## config.mk

```make
export PLATFORM = sky130hd
export DESIGN_NAME = blk_dma_engine
export DESIGN_NICKNAME = d
export VERILOG_FILES = /design/src/rtl/blk_dma_pkg.sv /design/src/rtl/blk_dma_regs.sv /design/src/rtl/blk_dma_fsm.sv /design/src/rtl/blk_dma_engine.sv
export SDC_FILE = /design/constraint.sdc
export NUM_CORES = 1
export LEC_CHECK = 0
export BUFFER_PORTS_ARGS = -buffer_cell sky130_fd_sc_hd__buf_4
export CAP_MARGIN = 5
export CELL_PAD_IN_SITES_DETAIL_PLACEMENT = 0
export CELL_PAD_IN_SITES_GLOBAL_PLACEMENT = 1
export CORE_ASPECT_RATIO = 1.75
export CORE_MARGIN = 2
export CORE_UTILIZATION = 38
export CTS_BUF_LIST = sky130_fd_sc_hd__clkbuf_16
export DETAILED_ROUTE_END_ITERATION = 8
export PLACE_DENSITY_LB_ADDON = 0.08
export RECOVER_POWER = 50
export SLEW_MARGIN = 30
export SYNTH_ARGS = -nofsm -noshare
export SYNTH_HDL_FRONTEND = slang
export SYNTH_SLANG_ARGS = --single-unit
```

## constraint.sdc

```tcl
create_clock -name clk -period 2.45 [get_ports clk]
set_input_delay 0.3675 -clock clk [delete_from_list [all_inputs] [get_ports clk]]
set_output_delay 0.3675 -clock clk [all_outputs]
set_load 0.05 [all_outputs]
```

## src/rtl/blk_dma_pkg.sv

```systemverilog
package blk_dma_pkg;

    localparam int REG_AW = 3;

    typedef enum logic [2:0] {
        ST_IDLE,
        ST_MEM_RD,
        ST_DEV_WR,
        ST_DEV_RD,
        ST_MEM_WR,
        ST_FINISH
    } dma_state_e;

    localparam logic [REG_AW-1:0] RA_CTRL  = 3'd0;
    localparam logic [REG_AW-1:0] RA_DEV   = 3'd1;
    localparam logic [REG_AW-1:0] RA_MADDR = 3'd2;
    localparam logic [REG_AW-1:0] RA_COUNT = 3'd3;
    localparam logic [REG_AW-1:0] RA_STAT  = 3'd4;

    localparam int CTRL_DIR_BIT  = 0;
    localparam int CTRL_GO_BIT   = 1;
    localparam int STAT_BUSY_BIT = 0;
    localparam int STAT_IRQ_BIT  = 1;

endpackage

```

## src/rtl/blk_dma_regs.sv

```systemverilog
module blk_dma_regs
    import blk_dma_pkg::*;
#(
    parameter int DATA_W = 16,
    parameter int ADDR_W = 16,
    parameter int DEV_W  = 8,
    parameter int CNT_W  = 16
) (
    input  logic              clk,
    input  logic              rst_n,
    input  logic              reg_wr,
    input  logic [REG_AW-1:0] reg_addr,
    input  logic [DATA_W-1:0] reg_wdata,
    output logic [DATA_W-1:0] reg_rdata,
    input  logic              busy,
    input  logic              step,
    input  logic              finish,
    output logic              go,
    output logic              go_dir,
    output logic [DEV_W-1:0]  dev_addr,
    output logic [ADDR_W-1:0] cur_addr,
    output logic              cnt_zero,
    output logic              cnt_last,
    output logic              irq
);

    localparam logic [ADDR_W-1:0] ADDR_ONE = ADDR_W'(1);
    localparam logic [CNT_W-1:0]  CNT_ONE  = CNT_W'(1);

    logic              dir_q;
    logic [DEV_W-1:0]  dev_q;
    logic [ADDR_W-1:0] addr_q;
    logic [CNT_W-1:0]  cnt_q;
    logic              irq_q;
    logic              cfg_wr;
    logic              irq_clr;

    assign cfg_wr  = reg_wr && !busy;
    assign irq_clr = reg_wr && (reg_addr == RA_STAT) && reg_wdata[STAT_IRQ_BIT];
    assign go      = cfg_wr && (reg_addr == RA_CTRL) && reg_wdata[CTRL_GO_BIT];
    assign go_dir  = reg_wdata[CTRL_DIR_BIT];

    always_ff @(posedge clk or negedge rst_n) begin
        if (!rst_n) begin
            dir_q  <= 1'b0;
            dev_q  <= '0;
            addr_q <= '0;
            cnt_q  <= '0;
        end else if (step) begin
            addr_q <= addr_q + ADDR_ONE;
            cnt_q  <= cnt_q - CNT_ONE;
        end else if (cfg_wr) begin
            case (reg_addr)
                RA_CTRL:  dir_q  <= reg_wdata[CTRL_DIR_BIT];
                RA_DEV:   dev_q  <= reg_wdata[DEV_W-1:0];
                RA_MADDR: addr_q <= reg_wdata[ADDR_W-1:0];
                RA_COUNT: cnt_q  <= reg_wdata[CNT_W-1:0];
                default:  ;
            endcase
        end
    end

    always_ff @(posedge clk or negedge rst_n) begin
        if (!rst_n)       irq_q <= 1'b0;
        else if (finish)  irq_q <= 1'b1;
        else if (irq_clr) irq_q <= 1'b0;
    end

    always_comb begin
        reg_rdata = '0;
        case (reg_addr)
            RA_CTRL:  reg_rdata[CTRL_DIR_BIT] = dir_q;
            RA_DEV:   reg_rdata[DEV_W-1:0]    = dev_q;
            RA_MADDR: reg_rdata[ADDR_W-1:0]   = addr_q;
            RA_COUNT: reg_rdata[CNT_W-1:0]    = cnt_q;
            RA_STAT: begin
                reg_rdata[STAT_BUSY_BIT] = busy;
                reg_rdata[STAT_IRQ_BIT]  = irq_q;
            end
            default:  reg_rdata = '0;
        endcase
    end

    assign dev_addr = dev_q;
    assign cur_addr = addr_q;
    assign cnt_zero = (cnt_q == '0);
    assign cnt_last = (cnt_q == CNT_ONE);
    assign irq      = irq_q;


    step_count_chk: assert property (@(posedge clk) disable iff (!rst_n)
        step |=> (addr_q == $past(addr_q) + ADDR_ONE) && (cnt_q == $past(cnt_q) - CNT_ONE));


    busy_cfg_hold_chk: assert property (@(posedge clk) disable iff (!rst_n)
        (busy && reg_wr && (reg_addr == RA_DEV)) |=> $stable(dev_q));


    irq_hold_chk: assert property (@(posedge clk) disable iff (!rst_n)
        (irq_q && !irq_clr) |=> irq_q);

endmodule

```

## src/rtl/blk_dma_fsm.sv

```systemverilog
module blk_dma_fsm
    import blk_dma_pkg::*;
#(
    parameter int DATA_W = 16
) (
    input  logic              clk,
    input  logic              rst_n,
    input  logic              go,
    input  logic              go_dir,
    input  logic              cnt_zero,
    input  logic              cnt_last,
    input  logic              mem_gnt,
    input  logic [DATA_W-1:0] mem_rdata,
    input  logic              dev_rdy,
    input  logic [DATA_W-1:0] dev_rdata,
    output logic              busy,
    output logic              step,
    output logic              finish,
    output logic              mem_req,
    output logic              mem_we,
    output logic [DATA_W-1:0] mem_wdata,
    output logic              dev_rd,
    output logic              dev_wr,
    output logic [DATA_W-1:0] dev_wdata
);

    dma_state_e        state_q, state_d;
    logic [DATA_W-1:0] hold_q;

    always_ff @(posedge clk or negedge rst_n) begin
        if (!rst_n) state_q <= ST_IDLE;
        else        state_q <= state_d;
    end

    always_comb begin
        state_d = state_q;
        unique case (state_q)
            ST_IDLE: begin
                if (go) begin
                    if (cnt_zero)    state_d = ST_FINISH;
                    else if (go_dir) state_d = ST_DEV_RD;
                    else             state_d = ST_MEM_RD;
                end
            end
            ST_MEM_RD: if (mem_gnt) state_d = ST_DEV_WR;
            ST_DEV_WR: if (dev_rdy) state_d = cnt_last ? ST_FINISH : ST_MEM_RD;
            ST_DEV_RD: if (dev_rdy) state_d = ST_MEM_WR;
            ST_MEM_WR: if (mem_gnt) state_d = cnt_last ? ST_FINISH : ST_DEV_RD;
            ST_FINISH: state_d = ST_IDLE;
            default:   state_d = ST_IDLE;
        endcase
    end

    always_ff @(posedge clk or negedge rst_n) begin
        if (!rst_n)                               hold_q <= '0;
        else if ((state_q == ST_MEM_RD) && mem_gnt) hold_q <= mem_rdata;
        else if ((state_q == ST_DEV_RD) && dev_rdy) hold_q <= dev_rdata;
    end

    always_comb begin
        busy    = 1'b1;
        step    = 1'b0;
        finish  = 1'b0;
        mem_req = 1'b0;
        mem_we  = 1'b0;
        dev_rd  = 1'b0;
        dev_wr  = 1'b0;
        unique case (state_q)
            ST_IDLE:   busy = 1'b0;
            ST_MEM_RD: mem_req = 1'b1;
            ST_DEV_WR: begin
                dev_wr = 1'b1;
                step   = dev_rdy;
            end
            ST_DEV_RD: dev_rd = 1'b1;
            ST_MEM_WR: begin
                mem_req = 1'b1;
                mem_we  = 1'b1;
                step    = mem_gnt;
            end
            ST_FINISH: finish = 1'b1;
            default:   busy = 1'b0;
        endcase
    end

    assign mem_wdata = hold_q;
    assign dev_wdata = hold_q;


    req_held_chk: assert property (@(posedge clk) disable iff (!rst_n)
        (mem_req && !mem_gnt) |=> (mem_req && $stable(mem_we)));


    zero_count_chk: assert property (@(posedge clk) disable iff (!rst_n)
        (!busy && go && cnt_zero) |=> (finish && !mem_req && !dev_rd && !dev_wr));

endmodule

```

## src/rtl/blk_dma_engine.sv

```systemverilog
module blk_dma_engine
    import blk_dma_pkg::*;
#(
    parameter int DATA_W = 16,
    parameter int ADDR_W = 16,
    parameter int DEV_W  = 8,
    parameter int CNT_W  = 16
) (
    input  logic              clk,
    input  logic              rst_n,
    input  logic              reg_wr,
    input  logic [2:0]        reg_addr,
    input  logic [DATA_W-1:0] reg_wdata,
    output logic [DATA_W-1:0] reg_rdata,
    output logic              mem_req,
    input  logic              mem_gnt,
    output logic              mem_we,
    output logic [ADDR_W-1:0] mem_addr,
    output logic [DATA_W-1:0] mem_wdata,
    input  logic [DATA_W-1:0] mem_rdata,
    output logic [DEV_W-1:0]  dev_addr,
    output logic              dev_rd,
    output logic              dev_wr,
    input  logic              dev_rdy,
    output logic [DATA_W-1:0] dev_wdata,
    input  logic [DATA_W-1:0] dev_rdata,
    output logic              irq
);

    logic busy, step, finish, go, go_dir, cnt_zero, cnt_last;

    blk_dma_regs #(
        .DATA_W(DATA_W), .ADDR_W(ADDR_W), .DEV_W(DEV_W), .CNT_W(CNT_W)
    ) u_regs (
        .clk      (clk),
        .rst_n    (rst_n),
        .reg_wr   (reg_wr),
        .reg_addr (reg_addr),
        .reg_wdata(reg_wdata),
        .reg_rdata(reg_rdata),
        .busy     (busy),
        .step     (step),
        .finish   (finish),
        .go       (go),
        .go_dir   (go_dir),
        .dev_addr (dev_addr),
        .cur_addr (mem_addr),
        .cnt_zero (cnt_zero),
        .cnt_last (cnt_last),
        .irq      (irq)
    );

    blk_dma_fsm #(.DATA_W(DATA_W)) u_fsm (
        .clk      (clk),
        .rst_n    (rst_n),
        .go       (go),
        .go_dir   (go_dir),
        .cnt_zero (cnt_zero),
        .cnt_last (cnt_last),
        .mem_gnt  (mem_gnt),
        .mem_rdata(mem_rdata),
        .dev_rdy  (dev_rdy),
        .dev_rdata(dev_rdata),
        .busy     (busy),
        .step     (step),
        .finish   (finish),
        .mem_req  (mem_req),
        .mem_we   (mem_we),
        .mem_wdata(mem_wdata),
        .dev_rd   (dev_rd),
        .dev_wr   (dev_wr),
        .dev_wdata(dev_wdata)
    );


    one_strobe_chk: assert property (@(posedge clk) disable iff (!rst_n)
        $countones({mem_req, dev_rd, dev_wr}) <= 1);


    irq_on_done_chk: assert property (@(posedge clk) disable iff (!rst_n)
        $fell(busy) |-> irq);

endmodule

```

Word-level counts from Yosys, hierarchy flattened. Cells that the tools add are included.

Input port bits: 56. Flip-flop bits (word level): 61. Output and inout bits: 77.

Mux-type cells: 31. Add/subtract/negate cells: 2. Reduce and logical (&&, ||, !) cells: 23. Bitwise logic cells: 1. Eq/ne operators: 15.

Operators with widths (count): $mux 16 (8); $mux 3 (8); $pmux 6 s3 (1); $add 16x1->16 const B (1); $eq 16x1->1 const B (1); $logic_not 16->1 (1); $pmux 8 s2 (1); $sub 16x1->16 const B (1); $pmux 3 s5 (1); $eq 3x2->1 const B (4); $ne 2x2->1 const B (5); $reduce_bool 2->1 (5); $eq 3x3->1 const B (3); $mux 1 (8); $logic_and 1x1->1 (7); $eq 3x1->1 const B (2); $logic_not 3->1 (2); $reduce_and 3->1 (2); $pmux 1 s5 (1); $reduce_and 5->1 (1); $reduce_or 5->1 (1); $pmux 1 s4 (1); $reduce_and 2->1 (2); $mux 2 (1); other kinds (4) (4).

Longest topological paths before layout.
Word-level depth: 9. Mapped depth: 7. Gate-level depth less buffers: 6.

Hierarchy. From an unflattened synthesis, not the netlist that was laid out.

Cell total of the unflattened synthesis: 437. Area total of the unflattened synthesis: 3971.3 um^2.

Modules (own cells, without submodules): blk_dma_regs (area each 2735.1 um^2, instances 1, sequential area each 1051.0 um^2, cells each 311); blk_dma_fsm (area each 1236.2 um^2, instances 1, sequential area each 475.5 um^2, cells each 126).

Worst setup path after synthesis. Ideal clock, no wire load.

Kind: input-to-output. Start: in reg_addr[0]. End: out reg_rdata[1]. Slack: -0.205 ns. Stages on the path: 5. Data arrival time: 2.287 ns. Cells stage by stage: clkbuf_1 -> nor2b_1 -> clkbuf_1 -> a22oi_1 -> o21ai_0.

Cells in the longest elaborated chain, start to end: 2. Elaborated cells on any way between the ends: 5.

RTL lines: start, declared (line blk_dma_engine.sv:12) `input logic [2:0] reg_addr,`; $eq 3x3->1 (tied with other cells) (line blk_dma_regs.sv:71) `case (reg_addr)`; $pmux 1 s4 (*) (line blk_dma_regs.sv:71); end, declared (line blk_dma_engine.sv:14) `output logic [DATA_W-1:0] reg_rdata,`.

Every way passes the cells marked *; elsewhere a longest branch is shown, timed or not.

Worst setup path after layout.
Start: reg u_fsm.state_q[2]. End: out reg_rdata[0].

Cells in the longest elaborated chain, start to end: 4. Elaborated cells on any way between the ends: 8.

RTL lines: start, declared (line blk_dma_fsm.sv:27) `dma_state_e state_q, state_d;`; start signal, assigned (line blk_dma_fsm.sv:32) `else state_q <= state_d;`; $eq 3x3->1 (tied with other cells) (line blk_dma_fsm.sv:68) `unique case (state_q)`; $reduce_or 5->1 (no line) (*); $mux 1 (*) (line blk_dma_fsm.sv:68); $pmux 1 s5 (*) (line blk_dma_regs.sv:71).

Marked as above.

==> results.md <==
* Status: complete, but fails checks
* Violated checks: max-capacitance violations, max-slew violations
* Gr ovfl total at 0
* Final wirelength at 12700 um
* GP Congestion at 0.874
* Worst r2r src: u_regs.cnt_q[7]$_DFFE_PN0P_
* Reg2reg path depth at 4
* Tot GR Track Use at 0.231
* RSZ-0062 raised after global routing: false
* Pwr Total at 7.45 mW
* Utilization after layout at 0.502
* Min-Delay Path Depth at 3
* Met1 GRT Util at 0.240
* Cell area after layout at 5110 um2
* Setup TNS at 0 ns
* Worst r2r dst: u_fsm.state_q[1]$_DFFE_PN0P_
* CP endpoint kind: output port
* H-tree depth at 3
* Busiest layer in global routing: met2
* HP Class: in2reg
* Final ANT Viol Nets at 0
* Area share of the largest cell type after synthesis at 0.386
* Drt via density at 5.66
* Met3 Usage GRT at 0.0462
* Main synth FF type: dfrtp_1
* R2R Setup Slk at 0.40 ns
* P&R area growth vs syn at 29.3%
* Synth top area cells: dfrtp_1, mux2i_1, mux2_2, nand2_1, nor2_1
* Port bufs at 132
* Post-synthesis async set-or-reset flop share at 1.00
* Met2 Use GR at 0.431
* CTS Sinks at 61
* Syn_area_per_cell at 9.15 um2
* Drt drc at 0
* Worst slew margin at -0.0680
* Distinct cells, synth at 66
* Core Region at 10200 um2
* Skew final at 0.00418 ns
* CTS tree: done
* Arrival @ worst endpoint at 1.94 ns
* Max Clk Rate at 0.433 GHz
* Mapped Nets at 492
* Worst EP required at 2.08 ns
* Synth Register Bits at 61
* Count leader, synth: dfrtp_1
* Initial DRC count at 149
* Max cap viols at 1
* IO Pins at 133
* Leading area contributor after synthesis: dfrtp_1
* Longest Clk Path Bufs at 2
* Hold Path Origin: mem_rdata[9]
* Initial antenna violation count at 0
* CTS Buf Count at 9
* DR WL/cell at 18.6 um
* Post-synth EDFFs at 0
* Final min period at 2.31 ns
* Clock Latency Late Sink at 0.33 ns
* Commonest cells post-synth: dfrtp_1, nand2_1, nor2_1
* PD cells at 1460 nW/um2
* Die area at 11300 um2
* Critical Path Source Type: flop
* Fraction of layout cells with a size suffix above 1 at 0.280
* Die Y at 139 um
* Finish-stage setup viols at 0
* Post-Layout Cell Count at 681
* Sequential share of the synthesized area at 0.386
* First-pass GRT wire length at 19800 um
* Post-Syn Area at 3950 um2
* Initial Util at 0.388
* Mapped Cells at 432
* Cell Area, Placed at 5000 um2
* Final nets at 610
* HPWL after DPL at 9470 um
* Slew Limit Fails at 62
* Worst slew pin tran at 1.60 ns
* Row cnt at 49
* Pin count of the biggest net entering global routing at 62
* DR vias at 3854
* Antenna Cells at 0
* Yosys warns at 0
* Die span in x at 81.1 um
* Hold EP: u_fsm.dev_wdata[9]$_DFFE_PN0P_
* Final hold vios at 0
* Dpl cells at 666
* Final worst-path cycle share at 0.942
* Worst vdd ir at 0.000824 V
* Root Driver: clkbuf_16
* TritonRoute pass-1 iters at 4
* Crit path max fanout at 12
* Crit path kind: reg2out
* Reg clk slew, reported paths at 0.05 ns
* Post-CTS Hold Buffers at 0
* LEAKAGE at 2.37 nW
* Vias in the first global route at 3834
* Fillers at 1040
-- per-layer routing --
layer  share of wire  vias up
met5               0        -
met3           0.067       27
li1                -     1832
met1            0.36     1854
met4           0.031        0
met2            0.55      141
-- repair_timing --
item / in CTS / in global routing
setup buffers: 0 / 0
endpoints found under the hold margin: 0 / 0
gates resized for setup: 0 / 2
endpoints found under the setup margin: 0 / 1
-- metrics by stage --
| stage | hold WS, ns | setup WS [ns] |
|---|---|---|
| 6_report | 0.235 | 0.142 |
| 5_1_grt | 0.240 | 0.0214 |
| 4_1_cts | 0.170 | 0.0374 |
| 3_5_place_dp | 0.505 | 0.350 |
| 3_3_place_gp | 0.487 | 0.386 |
| 2_1_floorplan | 0.0719 | 0.0640 |
-- critical path: stages, from the launching register on --
cell and delay (ns):
dfrtp_1 0.51, and2_1 0.28, or2_2 0.33, o32ai_2 0.25
buf_4 0.24
-- state kept, by name, indices dropped and copies added (netlist names) --
name / flops
u_regs.cur_addr: 16
u_regs.dir_q: 1
u_fsm.state_q: 3
u_regs.irq: 1
u_fsm.dev_wdata: 16
u_regs.cnt_q: 16
u_regs.dev_addr: 8
-- worst max path at each step --
stage                     slack [ns]  depth (start not counted)                    startpoint                        endpoint
after floorplan                 0.06                          5                   reg_addr[0]                    reg_rdata[9]
after global placement          0.39                          4  u_fsm.state_q[0]$_DFFE_PN0P_  u_regs.dev_addr[6]$_DFFE_PN0P_
after detailed placement        0.35                          4  u_fsm.state_q[0]$_DFFE_PN0P_  u_regs.dev_addr[3]$_DFFE_PN0P_
after CTS                       0.04                          4  u_fsm.state_q[0]$_DFFE_PN0P_                    reg_rdata[0]
after global routing            0.02                          4  u_fsm.state_q[2]$_DFFE_PN0P_                    reg_rdata[0]
final                           0.14                          4  u_fsm.state_q[2]$_DFFE_PN0P_                    reg_rdata[0]
-- power breakdown --
part           switching [mW]  total, mW  leakage (nW)  internal, mW
Clock                   0.438       1.09         0.130         0.657
Sequential              0.610       2.11         0.723          1.50
Combinational            3.02       4.25          1.51          1.23
Total                    4.07       7.45          2.37          3.38
-- logic make-up (layout without fill, tap and decap cells) --
family | Yosys count | count (layout) | share of synthesized area
mux | 49 | 49 | 0.132
xor+xnor | 1 | 1 | 0.00222
fa+ha+maj | 4 | 4 | 0.0127
compound gates | 107 | 107 | 0.191
buf+inv | 54 | 176 | 0.0706
simple gates | 156 | 156 | 0.205
flops | 61 | 61 | 0.386
-- cells in the final DEF, fill, tap and decap left out, types with 4 or more instances in the layout --
cell type and instances:
nand4_1 4, o22ai_1 5, a22oi_1 9, nand3_1 14
dfrtp_1 60, and2_1 4, inv_1 15, o21ai_0 28
mux2i_1 33, clkbuf_1 38, mux2_2 15, clkbuf_16 9
nor3_1 11, o211ai_1 7, nand2_1 41, o32ai_1 4
a211oi_1 7, and3_1 6, nor2_1 40, buf_4 109
a21oi_1 11, ha_1 4, or2_2 6
-- final cells by class --
type	instances	area, um2	share of cell area
multi-input cells	317	2160	0.423
flip-flops and latches	61	1530	0.299
repair buffers	148	966	0.189
clock buffers	9	225	0.0441
well taps	127	159	0.0311
inverters	13	48.8	0.00955
clock inverters	6	23.8	0.00465
Note: power is estimated with default switching activity, not from simulation.
